`src/rtl/led_seq_pkg.sv`:
```
package led_seq_pkg;

   typedef enum logic [2:0] {
      E_IDLE, E_SEL, E_CE, E_LOW, E_HIGH, E_HOLD, E_CEUP, E_LATCH
   } eng_st_t;

   typedef enum logic [2:0] {
      S_OFF, S_RST, S_ZERO, S_CTRL, S_WAIT, S_RUN
   } seq_st_t;

   // control word 0: select bit 7 low, wake bit 6 high, current 5:4, level 3:0
   function automatic logic [7:0] make_cw0(input logic [1:0] cur, input logic [3:0] lvl);
      return {1'b0, 1'b1, cur, lvl};
   endfunction

endpackage

```
`src/rtl/led_seq_phase.sv`:
```
module led_seq_phase #(
   parameter int DIV = 4
) (
   input  logic clk_i,
   input  logic rst_ni,
   input  logic restart_i,
   output logic first_o,
   output logic tick_o
);
   localparam int CW = (DIV > 1) ? $clog2(DIV) : 1;

   if (DIV < 2) begin : g_bad_div
      $error("led_seq_phase: DIV must be at least 2");
   end

   logic [CW-1:0] cnt_q;

   always_ff @(posedge clk_i or negedge rst_ni) begin
      if (!rst_ni)             cnt_q <= '0;
      else if (restart_i)      cnt_q <= '0;
      else if (!tick_o)        cnt_q <= cnt_q + CW'(1);
   end

   assign first_o = (cnt_q == '0);
   assign tick_o  = (cnt_q == CW'(DIV-1));
endmodule

```
`src/rtl/led_seq_engine.sv`:
```
module led_seq_engine
   import led_seq_pkg::*;
#(
   parameter int WORD_W = 8,
   parameter int DIV    = 4,
   localparam int NBW   = $clog2(WORD_W+1)
) (
   input  logic              clk_i,
   input  logic              rst_ni,
   input  logic              cmd_valid_i,
   output logic              cmd_ready_o,
   input  logic [WORD_W-1:0] cmd_data_i,
   input  logic [NBW-1:0]    cmd_nbits_i,
   input  logic              cmd_rs_i,
   input  logic              cmd_last_i,
   output logic              idle_o,
   output logic              rs_o,
   output logic              ce_n_o,
   output logic              sclk_o,
   output logic              din_o
);
   eng_st_t           st_q, st_n;
   logic [WORD_W-1:0] sh_q;
   logic [NBW-1:0]    left_q;
   logic              last_q;
   logic              first, tick;
   logic              acc, end_word;

   led_seq_phase #(.DIV(DIV)) u_phase (
      .clk_i(clk_i), .rst_ni(rst_ni), .restart_i(st_n != st_q),
      .first_o(first), .tick_o(tick)
   );

   assign cmd_ready_o = (st_q == E_IDLE) || (st_q == E_HOLD);
   assign idle_o      = (st_q == E_IDLE);
   assign acc         = cmd_valid_i && cmd_ready_o;
   assign end_word    = (left_q == NBW'(1));

   always_comb begin
      st_n = st_q;
      unique case (st_q)
         E_IDLE:  if (cmd_valid_i) st_n = E_SEL;
         E_SEL:   if (tick) st_n = E_CE;
         E_CE:    if (tick) st_n = E_LOW;
         E_LOW:   if (tick) st_n = E_HIGH;
         E_HIGH:  if (tick) st_n = !end_word ? E_LOW : (last_q ? E_CEUP : E_HOLD);
         E_HOLD:  if (cmd_valid_i) st_n = E_LOW;
         E_CEUP:  if (tick) st_n = E_LATCH;
         E_LATCH: if (tick) st_n = E_IDLE;
         default: st_n = E_IDLE;
      endcase
   end

   always_ff @(posedge clk_i or negedge rst_ni) begin
      if (!rst_ni) begin
         st_q   <= E_IDLE;
         sh_q   <= '0;
         left_q <= '0;
         last_q <= 1'b0;
         rs_o   <= 1'b0;
         ce_n_o <= 1'b1;
         sclk_o <= 1'b0;
         din_o  <= 1'b0;
      end else begin
         st_q <= st_n;
         if (acc) begin
            sh_q   <= cmd_data_i;
            left_q <= cmd_nbits_i;
            last_q <= cmd_last_i;
            if (st_q == E_IDLE) rs_o <= cmd_rs_i;
         end
         if (st_q == E_SEL && tick) ce_n_o <= 1'b0;
         if (st_q == E_LOW && first) din_o <= sh_q[WORD_W-1];
         if (st_q == E_LOW && tick) sclk_o <= 1'b1;
         if (st_q == E_HIGH && tick) begin
            sh_q   <= sh_q << 1;
            left_q <= left_q - NBW'(1);
            if (end_word && last_q) ce_n_o <= 1'b1;
            else                    sclk_o <= 1'b0;
         end
         if (st_q == E_CEUP && tick) sclk_o <= 1'b0;
      end
   end
endmodule

```
`src/rtl/led_chain_init_seq.sv`:
```
module led_chain_init_seq
   import led_seq_pkg::*;
#(
   parameter int         CHAIN_BITS = 320,
   parameter int         WORD_W     = 8,
   parameter int         DIV        = 4,
   parameter int         RST_HOLD   = 4,
   parameter logic [1:0] CUR_SEL    = 2'b10
) (
   input  logic              clk_i,
   input  logic              rst_ni,
   input  logic              start_i,
   input  logic [3:0]        bright_i,
   output logic              busy_o,
   input  logic              frm_valid_i,
   input  logic [WORD_W-1:0] frm_data_i,
   output logic              frm_ready_o,
   output logic              disp_rst_n_o,
   output logic              disp_rs_o,
   output logic              disp_ce_n_o,
   output logic              disp_sclk_o,
   output logic              disp_din_o
);
   localparam int WORDS = CHAIN_BITS / WORD_W;
   localparam int WCW   = $clog2(WORDS + 1);
   localparam int NBW   = $clog2(WORD_W + 1);
   localparam int RCW   = $clog2(RST_HOLD + 1);

   if (WORD_W < 8) begin : g_bad_word
      $error("led_chain_init_seq: WORD_W must hold a control word");
   end
   if (CHAIN_BITS % WORD_W != 0) begin : g_bad_chain
      $error("led_chain_init_seq: CHAIN_BITS must be a multiple of WORD_W");
   end
   if (RST_HOLD < 1) begin : g_bad_hold
      $error("led_chain_init_seq: RST_HOLD must be positive");
   end

   seq_st_t           st_q;
   logic [WCW-1:0]    wcnt_q;
   logic [RCW-1:0]    rcnt_q;
   logic [3:0]        bright_q;
   logic              c_valid, c_ready, c_rs, c_last, c_acc, eng_idle;
   logic [WORD_W-1:0] c_data;
   logic [NBW-1:0]    c_nbits;
   logic              wlast;

   assign wlast = (wcnt_q == WCW'(WORDS-1));
   assign c_acc = c_valid && c_ready;

   always_comb begin
      c_valid = 1'b0;
      c_data  = '0;
      c_nbits = NBW'(WORD_W);
      c_rs    = 1'b0;
      c_last  = wlast;
      unique case (st_q)
         S_ZERO: c_valid = 1'b1;
         S_CTRL: begin
            c_valid = 1'b1;
            c_data  = WORD_W'(make_cw0(CUR_SEL, bright_q)) << (WORD_W - 8);
            c_nbits = NBW'(8);
            c_rs    = 1'b1;
            c_last  = 1'b1;
         end
         S_RUN: begin
            c_valid = frm_valid_i;
            c_data  = frm_data_i;
         end
         default: ;
      endcase
   end

   assign frm_ready_o = (st_q == S_RUN) && c_ready;
   assign busy_o      = (st_q == S_RST) || (st_q == S_ZERO) ||
                        (st_q == S_CTRL) || (st_q == S_WAIT);

   always_ff @(posedge clk_i or negedge rst_ni) begin
      if (!rst_ni) begin
         st_q         <= S_OFF;
         wcnt_q       <= '0;
         rcnt_q       <= '0;
         bright_q     <= '0;
         disp_rst_n_o <= 1'b0;
      end else begin
         unique case (st_q)
            S_OFF: if (start_i) begin
               st_q     <= S_RST;
               rcnt_q   <= '0;
               bright_q <= bright_i;
            end
            S_RST: begin
               rcnt_q <= rcnt_q + RCW'(1);
               if (rcnt_q == RCW'(RST_HOLD-1)) begin
                  st_q         <= S_ZERO;
                  disp_rst_n_o <= 1'b1;
                  wcnt_q       <= '0;
               end
            end
            S_ZERO: if (c_acc) begin
               wcnt_q <= wlast ? '0 : wcnt_q + WCW'(1);
               if (wlast) st_q <= S_CTRL;
            end
            S_CTRL: if (c_acc) st_q <= S_WAIT;
            S_WAIT: if (eng_idle) st_q <= S_RUN;
            S_RUN: begin
               if (c_acc) begin
                  wcnt_q <= wlast ? '0 : wcnt_q + WCW'(1);
               end else if (start_i && eng_idle && wcnt_q == '0) begin
                  st_q         <= S_RST;
                  rcnt_q       <= '0;
                  bright_q     <= bright_i;
                  disp_rst_n_o <= 1'b0;
               end
            end
            default: st_q <= S_OFF;
         endcase
      end
   end

   led_seq_engine #(.WORD_W(WORD_W), .DIV(DIV)) u_eng (
      .clk_i(clk_i), .rst_ni(rst_ni),
      .cmd_valid_i(c_valid), .cmd_ready_o(c_ready), .cmd_data_i(c_data),
      .cmd_nbits_i(c_nbits), .cmd_rs_i(c_rs), .cmd_last_i(c_last),
      .idle_o(eng_idle), .rs_o(disp_rs_o), .ce_n_o(disp_ce_n_o),
      .sclk_o(disp_sclk_o), .din_o(disp_din_o)
   );
endmodule

```
`config.mk`:
```
export PLATFORM = sky130hd
export DESIGN_NAME = led_chain_init_seq
export DESIGN_NICKNAME = d
export VERILOG_FILES = /design/src/rtl/led_seq_pkg.sv /design/src/rtl/led_seq_phase.sv /design/src/rtl/led_seq_engine.sv /design/src/rtl/led_chain_init_seq.sv
export SDC_FILE = /design/constraint.sdc
export NUM_CORES = 1
export LEC_CHECK = 0
export BUFFER_PORTS_ARGS = -buffer_cell sky130_fd_sc_hd__clkbuf_2
export CAP_MARGIN = 20
export CELL_PAD_IN_SITES_DETAIL_PLACEMENT = 1
export CELL_PAD_IN_SITES_GLOBAL_PLACEMENT = 1
export CORE_UTILIZATION = 40
export DETAILED_ROUTE_END_ITERATION = 10
export GPL_TIMING_DRIVEN = 0
export PLACE_DENSITY_LB_ADDON = 0.1
export REMOVE_ABC_BUFFERS = 1
export SLEW_MARGIN = 10
export SYNTH_ARGS = -nofsm -noshare
export SYNTH_HDL_FRONTEND = slang
export SYNTH_SLANG_ARGS = --single-unit
```
`constraint.sdc`:
```
create_clock -name clk_i -period 2.27 [get_ports clk_i]
set_input_delay 0.454 -clock clk_i [delete_from_list [all_inputs] [get_ports clk_i]]
set_output_delay 0.454 -clock clk_i [all_outputs]
set_load 0.03 [all_outputs]
```
==> reports/metrics.cfg, run 1 <==
[critical_path]
worstSetupEndpoint=bright_q[2]$_DFFE_PN0P_
startpoint=wcnt_q[0]$_DFFE_PN0P_
r2r-end=bright_q[2]$_DFFE_PN0P_
r2r_setup_slack_ns=0.07
reg2reg_from=wcnt_q[0]$_DFFE_PN0P_
worst-r2r-cell-count=7
crit_required_ns=2.45
cp_max_fo=4
endpoint_kind=register
path_class=register to register
start_kind=register
arrival_ns=2.38

[synthesis]
yosysWarnings=0
yosys-top-cells-area=dfrtp_1, nand2_1, ha_1
synth_common_cells=dfrtp_1, nand2_1, nor2_1, o21ai_0, nand3_1
synth.most_common_cell=dfrtp_1
synth.avg_cell_area_um2=9.204
netlist_instances=250
synth_area_leader_cell=dfrtp_1
synth_ff_type=dfrtp_1
ys_async_sr_fraction=1.000
synth_top_area_share=0.4133
synth_edf_count=0
synthDistinctLibCells=53
synth-seq-cells=39
ys_seq_area_frac=0.4247
synth_area_um2=2301

[power]
intPower_mw=1.240
clkPwrFrac=0.244
p_leak_nw=1.115
pwr_density_cell_nw_per_um2=728.3
comb_power_share=0.273
sw_frac_of_total=0.3453
p_seq_frac=0.484
ir_drop_mv=0.3707
p_switching_mw=0.6542

[global_route]
grt.busiest_layer=met2
grt_pass1_wl_um=9321
met1_usage=0.2760
gr-usage-met3=0.03529
grt_start_max_net_pins=40
antenna_found_initial=0
use_met2=0.3053
grt_pass1_vias=1827
grt_overflow=0
globalRouteTotalUtil=0.1966

[timing]
slew_headroom=0.5607
clock_skew_ns=0.008465
final.min_clock_period_ns=2.200
worst_slew_pin_slew_ns=0.6545
rsz0062_at_grt=true
fmax_mhz=454.6
hold_violations=0
setup_tns_ns=0
slew_viol_final=0
finalSetupViolations=0
min_period_over_period=0.9691

[hold_path]
hold_class=input pin to asynchronous set/reset pin

[drt]
wl_um=5314
num_vias=1870
drtIter0Drc=104
drt-vias-per-instance=5.436
dr.pass1.iters=4
wl_per_cell_um=15.45
drc=0
postRouteAntennaNets=0

[clock_network]
root_buffer=clkbuf_8
clk_pin_slew_ns=0.08
cts_tree=done
ctsHoldBuffers=0
cts-buffers-inserted=5
cts_buffer_depth=2
clock_sinks=39
clk_latency_ns=0.29
cts_max_level=2

[floorplanning]
core_um2=5540
die_height_um=77.85
start_util=0.4153
die-area_um2=6060
fp.dieW_um=77.85
rows=27
io-pin-count=23

[finish]
stdcell_count=344
diodes=0
area_growth_pct=13.05
final_nets=295
drive_gt1_frac=0.2169

[place]
port_buffers=22
dp_cells=330
gp_congestion=0.7708
hpwl_um=3690

[flow_run]
cap_viol_max_count=0

[status]
status=finished clean

==> logic make-up after synthesis <==
logic type | Yosys count | synth area share
AND/OR/NAND/NOR | 97 | 0.2153
flip-flops | 39 | 0.4247
AO/OA/AOI/OAI | 68 | 0.2072
multiplexers | 6 | 0.03535
adder cells (fa/ha/maj) | 8 | 0.04350
XOR/XNOR | 4 | 0.01523
buffers and inverters | 28 | 0.05873
==> what timing repair did <==
item | in CTS | in global routing
pin swaps | 2 | 4
setup buffers | 5 | 0
resized for setup | 11 | 3
endpoints found under the setup margin | 24 | 9
==> flip-flops by register name, indices dropped and copies added (netlist names), 2 cells and up <==
register,flops
rcnt_q,3
bright_q,4
u_eng.u_phase.cnt_q,2
u_eng.sh_q,8
u_eng.left_q,4
st_q,3
wcnt_q,6
u_eng.st_q,3
==> power by group through the flow <==
stage               logic [mW]  clock network [mW]  registers, mW
finish                   0.516               0.462          0.916
global route             0.584               0.512          0.933
CTS                      0.519               0.481          0.915
detailed placement       0.516                   0          0.919
global placement         0.509                   0          0.914
floorplan                0.398                   0          0.877
==> layout by cell type, fill, tap and decap left out, types with 3 or more instances in the layout <==
cell,n
nand2b_1,3
o211ai_1,3
buf_4,5
a21oi_1,11
ha_1,8
a31oi_1,8
nand2_1,29
dfrtp_1,33
o21ai_0,19
nor2b_1,4
inv_1,14
dfrtp_2,4
o2bb2ai_1,3
clkbuf_2,22
nor2_1,22
mux2_4,4
nand3_1,16
clkbuf_8,5
a22o_1,7
==> critical path, stage by stage (launching register included) <==
cell	delay, ns
dfrtp_1	0.39
inv_1	0.06
ha_1	0.14
or4bb_1	0.40
or4_4	0.52
o21ai_4	0.18
nand2_4	0.10
mux2_4	0.31
==> area by class of cell <==
type                       instances  area (um^2)
fill                             646         2939
multi-input combinational        183         1224
sequential                        39        985.9
timing repair buffer              28        167.7
tap                               72        90.09
clock buffer                       7        76.32
inverter                          14        52.55
clock inverter                     1        5.005
==> worst min-delay path by stage <==
stage | start | end | slack [ns]
2_1_floorplan | rst_ni | bright_q[0]$_DFFE_PN0P_ | 0.16
3_3_place_gp | u_eng.left_q[3]$_DFFE_PN0P_ | u_eng.left_q[3]$_DFFE_PN0P_ | 0.47
3_5_place_dp | u_eng.left_q[3]$_DFFE_PN0P_ | u_eng.left_q[3]$_DFFE_PN0P_ | 0.48
4_1_cts | rst_ni | u_eng.u_phase.cnt_q[0]$_DFFE_PN0P_ | 0.34
5_1_grt | rst_ni | u_eng.u_phase.cnt_q[0]$_DFFE_PN0P_ | 0.07
6_report | rst_ni | u_eng.u_phase.cnt_q[0]$_DFFE_PN0P_ | 0.05
==> per-stage QoR <==
| step | utilization | area, um^2 | total power, mW | hold slack, ns | setup slack, ns |
|---|---|---|---|---|---|
| floorplan | - | 2218 | 1.276 | 0.1584 | 0.1266 |
| CTS | 0.4634 | 2567 | 1.915 | 0.3405 | 0.01673 |
| detailed placement | 0.4365 | 2419 | 1.435 | 0.4755 | -0.2546 |
| global route | 0.4695 | 2601 | 2.029 | 0.06881 | -0.02048 |
| global placement | 0.4365 | 2419 | 1.423 | 0.4667 | -0.2306 |
| finish | 0.4695 | 2601 | 1.894 | 0.04892 | 0.07025 |
==> metal layers <==
| layer | vias up | routed length [um] | part of all wire |
|---|---|---|---|
| li1 | 929 | - | - |
| met1 | 915 | 2688 | 0.51 |
| met2 | 21 | 2464 | 0.46 |
| met5 | - | 0 | 0 |
| met3 | 5 | 116 | 0.022 |
| met4 | 0 | 44 | 0.0083 |
No activity file was read; power rests on OpenSTA's default activity.
==> run 2: changes to the inputs <==
--- a/config.mk
+++ b/config.mk
@@ -9,6 +9,7 @@
 export CAP_MARGIN = 20
 export CELL_PAD_IN_SITES_DETAIL_PLACEMENT = 1
 export CELL_PAD_IN_SITES_GLOBAL_PLACEMENT = 1
+export CORE_MARGIN = 2
 export CORE_UTILIZATION = 40
 export DETAILED_ROUTE_END_ITERATION = 10
 export GPL_TIMING_DRIVEN = 0
==> constraint.sdc (replaced) <==
create_clock -name clk_i -period 2.5 [get_ports clk_i]
set_input_delay 0.5 -clock clk_i [delete_from_list [all_inputs] [get_ports clk_i]]
set_output_delay 0.5 -clock clk_i [all_outputs]
set_load 0.03 [all_outputs]
==> run 2 against run 1 <==
Compared with the run above:
- via count is 1.1% lower
- critical path depth down 3
- setup slack better by 0.096 ns
==> reports/metrics.cfg, run 2 (same netlist as run 1, synthesis figures left out) <==
[status]
status=finished clean  ; unchanged

[finish]
largestRegisters=u_eng.sh_q (8), wcnt_q (6)  ; unchanged
regMostFlops=u_eng.sh_q  ; unchanged
layout_commonest_cell=dfrtp_1  ; unchanged
area_growth_pct=12.67  ; was 13.05%
diodes=0  ; unchanged
final_nets=292  ; was 295
largest_reg_flops=8  ; unchanged
drive_gt1_frac=0.2007  ; was 0.2169
final_cell_mix=dfrtp_1, nand2_1, nor2_1, clkbuf_2, o21ai_0  ; unchanged

[critical_path]
reg2reg_from=u_eng.st_q[1]$_DFF_PN0_  ; was wcnt_q[0]$_DFFE_PN0P_
path_class=register to primary output  ; was register to register
start_kind=register  ; unchanged
startpoint=st_q[1]$_DFFE_PN0P_  ; was wcnt_q[0]$_DFFE_PN0P_
crit_required_ns=2.00  ; was 2.45 ns
cp_max_fo=16  ; was 4
endpoint_kind=primary output  ; was register
arrival_ns=1.83  ; was 2.38 ns

[global_route]
grt_pass1_wl_um=9259  ; was 9321 um
grt.busiest_layer=met2  ; unchanged
grt_overflow=0  ; unchanged
antenna_found_initial=0  ; unchanged
gr-usage-met3=0.03167  ; was 0.03529
grt_pass1_vias=1923  ; was 1827
met1_usage=0.2455  ; was 0.2760
use_met2=0.3168  ; was 0.3053
globalRouteTotalUtil=0.1851  ; was 0.1966
grt_start_max_net_pins=40  ; unchanged

[floorplanning]
fp.dieW_um=79.85  ; was 77.85 um
die-area_um2=6375  ; was 6060 um^2
io-pin-count=23  ; unchanged
start_util=0.4153  ; unchanged
die_height_um=79.85  ; was 77.85 um
rows=27  ; unchanged
core_um2=5540  ; unchanged

[clock_network]
clk_latency_ns=0.29  ; about the same
root_buffer=clkbuf_8  ; unchanged
cts-buffers-inserted=5  ; unchanged
ctsHoldBuffers=0  ; unchanged
cts_tree=done  ; unchanged
clock_sinks=39  ; unchanged
cts_buffer_depth=2  ; unchanged
clk_pin_slew_ns=0.08  ; about the same
cts_max_level=2  ; unchanged

[power]
p_switching_mw=0.5996  ; was 0.6542 mW
intPower_mw=1.226  ; was 1.240 mW
clkPwrFrac=0.292  ; was 0.244
p_seq_frac=0.453  ; was 0.484
pwr_density_cell_nw_per_um2=704.1  ; was 728.3 nW/um^2
power_mw=1.825  ; was 1.894 mW
sw_frac_of_total=0.3285  ; was 0.3453
ir_drop_mv=0.3737  ; was 0.3707 mV
p_leak_nw=1.116  ; was 1.115 nW
comb_power_share=0.255  ; was 0.273

[drt]
wl_per_cell_um=15.56  ; was 15.45 um
num_vias=1849  ; was 1870
dr.pass1.iters=4  ; unchanged
drc=0  ; unchanged
wl_um=5305  ; was 5314 um
postRouteAntennaNets=0  ; unchanged
drtIter0Drc=80  ; was 104
drt-vias-per-instance=5.422  ; was 5.436

[timing]
slew_headroom=0.5665  ; was 0.5607
slew_viol_final=0  ; unchanged
hold_violations=0  ; unchanged
finalSetupViolations=0  ; unchanged
rsz0062_at_grt=false  ; was true
final.min_clock_period_ns=2.334
min_period_over_period=0.9335
worst_slew_pin_slew_ns=0.6503  ; was 0.6545 ns
clock_skew_ns=0.009667  ; was 0.008465 ns
setup_tns_ns=0  ; unchanged
fmax_mhz=428.5

[place]
port_buffers=22  ; unchanged
hpwl_um=3751  ; was 3690 um
gp_congestion=0.7262  ; was 0.7708

[flow_run]
cap_viol_max_count=0  ; unchanged

[hold_path]
hold_class=input pin to asynchronous set/reset pin  ; unchanged

[run 2: path summary, 6_finish.rpt]
path                                                to  slack, ns  depth (start not counted)
min in group clk_i             bright_q[0]$_DFFE_PN0P_       0.44                          2
min reg2reg                u_eng.left_q[3]$_DFFE_PN0P_       0.49                          1
max reg2reg                    bright_q[2]$_DFFE_PN0P_       0.18                          5
max in group asynchronous       u_eng.ce_n_o$_DFF_PN1_       1.81                          2
min                             u_eng.sclk_o$_DFF_PN0_       0.13                          1
max                                        frm_ready_o       0.17                          4
[run 2: repair_timing]
item	CTS	global route
setup endpoints to repair	6	3
setup buffers	2	0
pin swaps	1	0
gates resized for setup	4	4
cloned	0	0
[run 2: power groups by stage]
stage / Sequential (mW) / Combinational, mW / Clock (mW)
floorplan: 0.797 / 0.362 / 0
global placement: 0.830 / 0.460 / 0
detailed placement: 0.835 / 0.471 / 0
CTS: 0.822 / 0.472 / 0.553
global route: 0.845 / 0.533 / 0.575
finish: 0.827 / 0.466 / 0.533
[run 2: layer usage]
| metal | up-vias | routed length, um |
|---|---|---|
| met3 | 4 | 180 |
| met1 | 891 | 2542 |
| met4 | 0 | 46 |
| met2 | 28 | 2535 |
| li1 | 926 | - |
| met5 | - | 0 |
[run 2: critical path, cell delays in order, from the launching register on]
cell	delay [ns]
dfrtp_1	0.60
nor2b_4	0.28
and2_1	0.30
and2_1	0.17
clkbuf_2	0.20
[run 2: cell type report]
type | count | area, um^2
tap | 72 | 90.09
timing repair buffer | 25 | 145.1
clock buffer | 5 | 68.82
sequential | 39 | 980.9
inverter | 14 | 52.55
fill | 664 | 2948
multi-input combinational | 183 | 1211
clock inverter | 3 | 43.79
[run 2: per-stage QoR]
step / instances / setup WS [ns] / hold slack, ns / util / instance area (um^2)
after floorplan: 236 / 0.3566 / 0.2044 / - / 2218
after global placement: 330 / 0.002658 / 0.4659 / 0.4365 / 2419
after detailed placement: 330 / -0.01717 / 0.4784 / 0.4365 / 2419
after CTS: 340 / 0.08428 / 0.3966 / 0.4621 / 2560
after global routing: 341 / 0.02360 / 0.1599 / 0.4679 / 2592
final: 341 / 0.1662 / 0.1325 / 0.4679 / 2592
==> run 3: changes to the inputs <==
--- a/config.mk
+++ b/config.mk
@@ -18,4 +18,5 @@
 export SLEW_MARGIN = 10
 export SYNTH_ARGS = -nofsm -noshare
 export SYNTH_HDL_FRONTEND = slang
+export SYNTH_HIERARCHICAL = 1
 export SYNTH_SLANG_ARGS = --single-unit
==> run 3 against run 2 <==
Compared with the run above:
- highest routed layer unchanged
- global-route usage increased by 0.14 points
- largest power group is now combinational logic
- non-clock buffer count fell by 2
- hold slack better by 0.030 ns
- clock skew down 0.0038 ns
- die area grew 5.0%
- register-to-register slack improved by 0.10 ns
==> reports/metrics.cfg, run 3 <==
[floorplanning]
fp.dieW_um=81.80  ; was 79.85 um
rows=28  ; was 27
io-pin-count=23  ; unchanged
start_util=0.4114  ; was 0.4153
die-area_um2=6691  ; was 6375 um^2
core_um2=5886  ; was 5540 um^2
die_height_um=81.80  ; was 79.85 um

[power]
p_seq_frac=0.414  ; was 0.453
p_leak_nw=1.150  ; was 1.116 nW
pwr_density_cell_nw_per_um2=1085  ; was 704.1 nW/um^2
p_switching_mw=1.258  ; was 0.5996 mW
intPower_mw=1.635  ; was 1.226 mW
comb_power_share=0.437  ; was 0.255
sw_frac_of_total=0.4348  ; was 0.3285
clkPwrFrac=0.149  ; was 0.292
ir_drop_mv=0.4262  ; was 0.3737 mV

[critical_path]
cp_num_cells=4  ; unchanged
cp_max_fo=15  ; was 16
cpMaxStageDelayCell=dfrtp_2  ; was dfrtp_1
r2r-end=bright_q[3]$_DFFE_PN0P_  ; was bright_q[2]$_DFFE_PN0P_
cp_num_buf_inv=1  ; unchanged
reg2reg_from=u_eng/st_q[2]$_DFF_PN0_  ; was u_eng.st_q[1]$_DFF_PN0_
cp_top_family=flip-flops  ; was simple AND/OR/NAND/NOR gates
crit_required_ns=2.00  ; about the same
endpoint_kind=primary output  ; unchanged
r2r_setup_slack_ns=0.28  ; was 0.18 ns
path_class=register to primary output  ; unchanged
path_cells=xor2_1, nor2_2, and2_1, clkbuf_2  ; was nor2b_4, and2_1, and2_1, clkbuf_2
cpPeakStageDelay_ns=0.51  ; was 0.60 ns
arrival_ns=1.75  ; was 1.83 ns
start_kind=register  ; unchanged
worst-r2r-cell-count=6  ; was 5

[synthesis]
synth_edf_count=0  ; unchanged
synth_ff_type=dfrtp_1  ; unchanged
synth_area_um2=2421  ; was 2301 um^2
synth.avg_cell_area_um2=9.241  ; was 9.204 um^2
synth-seq-cells=39  ; unchanged
ys_async_sr_fraction=1.000  ; unchanged
synth_top_area_share=0.3928  ; was 0.4133
synth_common_cells=dfrtp_1, nand2_1, o21ai_0, nand3_1, nor2_1  ; was dfrtp_1, nand2_1, nor2_1, o21ai_0, nand3_1
yosysWarnings=6  ; was 0
synth_area_leader_cell=dfrtp_1  ; unchanged
yosys-top-cells-area=dfrtp_1, ha_1, o21ai_0  ; was dfrtp_1, nand2_1, ha_1
synthDistinctLibCells=56  ; was 53
synth.most_common_cell=dfrtp_1  ; unchanged
ys_seq_area_frac=0.4036  ; was 0.4247
netlist_instances=262  ; was 250

[drt]
postRouteAntennaNets=0  ; unchanged
num_vias=1949  ; was 1849
met2WireLength_um=2537  ; was 2535 um
wl_per_cell_um=15.84  ; was 15.56 um
wl_um=5593  ; was 5305 um
met1_length_um=2815  ; was 2542 um
drtIter0Drc=54  ; was 80
highest_layer=met4  ; unchanged
dr.pass1.iters=4  ; unchanged
drt-vias-per-instance=5.521  ; was 5.422
drc=0  ; unchanged
wl_met3_um=183  ; was 180 um

[global_route]
grt_pass1_vias=1998  ; was 1923
globalRouteTotalUtil=0.1865  ; was 0.1851
grt_pass1_wl_um=9653  ; was 9259 um
antenna_found_initial=0  ; unchanged
grt_overflow=0  ; unchanged
grt_start_max_net_pins=40  ; unchanged

[place]
hpwl_um=3820  ; was 3751 um
gp_congestion=0.7514  ; was 0.7262
dp_cells=344  ; was 330
pre_cts_ws_ns=-0.2421  ; was -0.01717 ns
port_buffers=22  ; unchanged
placedInstanceArea_um2=2531  ; was 2419 um^2

[finish]
largest_reg_flops=8  ; unchanged
area_growth_pct=10.13  ; was 12.67%
final_util=0.4530  ; was 0.4679
stdcell_count=353  ; was 341
layout_commonest_cell=dfrtp_1  ; unchanged
final_area_um2=2666  ; was 2592 um^2
largestRegisters=u_eng/sh_q (8), wcnt_q (6)  ; was u_eng.sh_q (8), wcnt_q (6)
final_cell_mix=dfrtp_1, nand2_1, clkbuf_2  ; was dfrtp_1, nand2_1, nor2_1, clkbuf_2, o21ai_0
final_nets=301  ; was 292
diodes=0  ; unchanged
regMostFlops=u_eng/sh_q  ; was u_eng.sh_q
drive_gt1_frac=0.2086  ; was 0.2007

[clock_network]
cts-resized-gates=5  ; was 4
clk_pin_slew_ns=0.08  ; about the same
clock_sinks=39  ; unchanged
cts_max_level=2  ; unchanged
cts-buffers-inserted=5  ; unchanged
clk_latency_ns=0.30  ; was 0.29 ns
cts_tree=done  ; unchanged
post-cts-setup-buffers=0  ; was 2
ctsHoldBuffers=0  ; unchanged
cts_buffer_depth=2  ; unchanged
root_buffer=clkbuf_8  ; unchanged

[timing]
min_period_over_period=0.8995  ; was 0.9335
fmax_mhz=444.7  ; was 428.5 MHz
worst_slack_ns=0.2513  ; was 0.1662 ns
worst_slew_pin_slew_ns=0.6092  ; was 0.6503 ns
clock_skew_ns=0.005895  ; was 0.009667 ns
slew_headroom=0.5916  ; was 0.5665
hold_violations=0  ; unchanged
finalSetupViolations=0  ; unchanged
final.min_clock_period_ns=2.249  ; was 2.334 ns
slew_viol_final=0  ; unchanged
whs_ns=0.1629  ; was 0.1325 ns
rsz0062_at_grt=false  ; unchanged

[hold_path]
hold_class=input pin to asynchronous set/reset pin  ; unchanged

[status]
status=finished clean  ; unchanged

[flow_run]
cap_viol_max_count=0  ; unchanged

run 3: how the worst max path moves through the flow:
stage,start,end,slack [ns]
detailed placement,st_q[1]$_DFFE_PN0P_,u_eng/left_q[2]$_DFFE_PN0P_,-0.24
finish,u_eng/st_q[2]$_DFF_PN0_,frm_ready_o,0.25
floorplan,st_q[1]$_DFFE_PN0P_,u_eng/left_q[3]$_DFFE_PN0P_,0.33
CTS,st_q[1]$_DFFE_PN0P_,u_eng/left_q[2]$_DFFE_PN0P_,0.04
global placement,st_q[1]$_DFFE_PN0P_,u_eng/left_q[3]$_DFFE_PN0P_,-0.16
global route,u_eng/st_q[2]$_DFF_PN0_,bright_q[2]$_DFFE_PN0P_,0.07
run 3: cells by family after synthesis:
kind of cell	share of synthesized area
compound gates	0.1964
xor+xnor	0.01085
fa+ha+maj	0.04135
flops	0.4036
other cells	0.003102
mux	0.04651
simple gates	0.2393
buf+inv	0.05891
run 3: area by class of cell:
cell class	count	area (um^2)
Clock inverter	3	15.01
Sequential cell	39	983.4
Multi-Input combinational cell	197	1326
Inverter	11	41.29
Tap cell	75	93.84
Timing Repair Buffer	23	137.6
Fill cell	719	3219
Clock buffer	5	68.82
run 3: metrics by stage:
step           total power, mW  setup TNS, ns
4_1_cts                  2.912              0
3_5_place_dp             2.455         -2.003
3_3_place_gp             2.419         -1.595
6_report                 2.893              0
2_1_floorplan            2.088              0
5_1_grt                  3.178              0
run 3: routing by layer:
metal  track usage  vias to the layer above
li1              -                      956
met1        0.2616                      962
met2        0.2894                       25
met3       0.04615                        6
met4       0.04500                        0
met5             0                        -
run 3: power groups by stage:
stage | clock network, mW | logic [mW] | registers, mW
floorplan | 0 | 0.931 | 1.16
global placement | 0 | 1.22 | 1.20
detailed placement | 0 | 1.26 | 1.20
CTS | 0.443 | 1.28 | 1.19
global route | 0.474 | 1.45 | 1.26
finish | 0.431 | 1.26 | 1.20
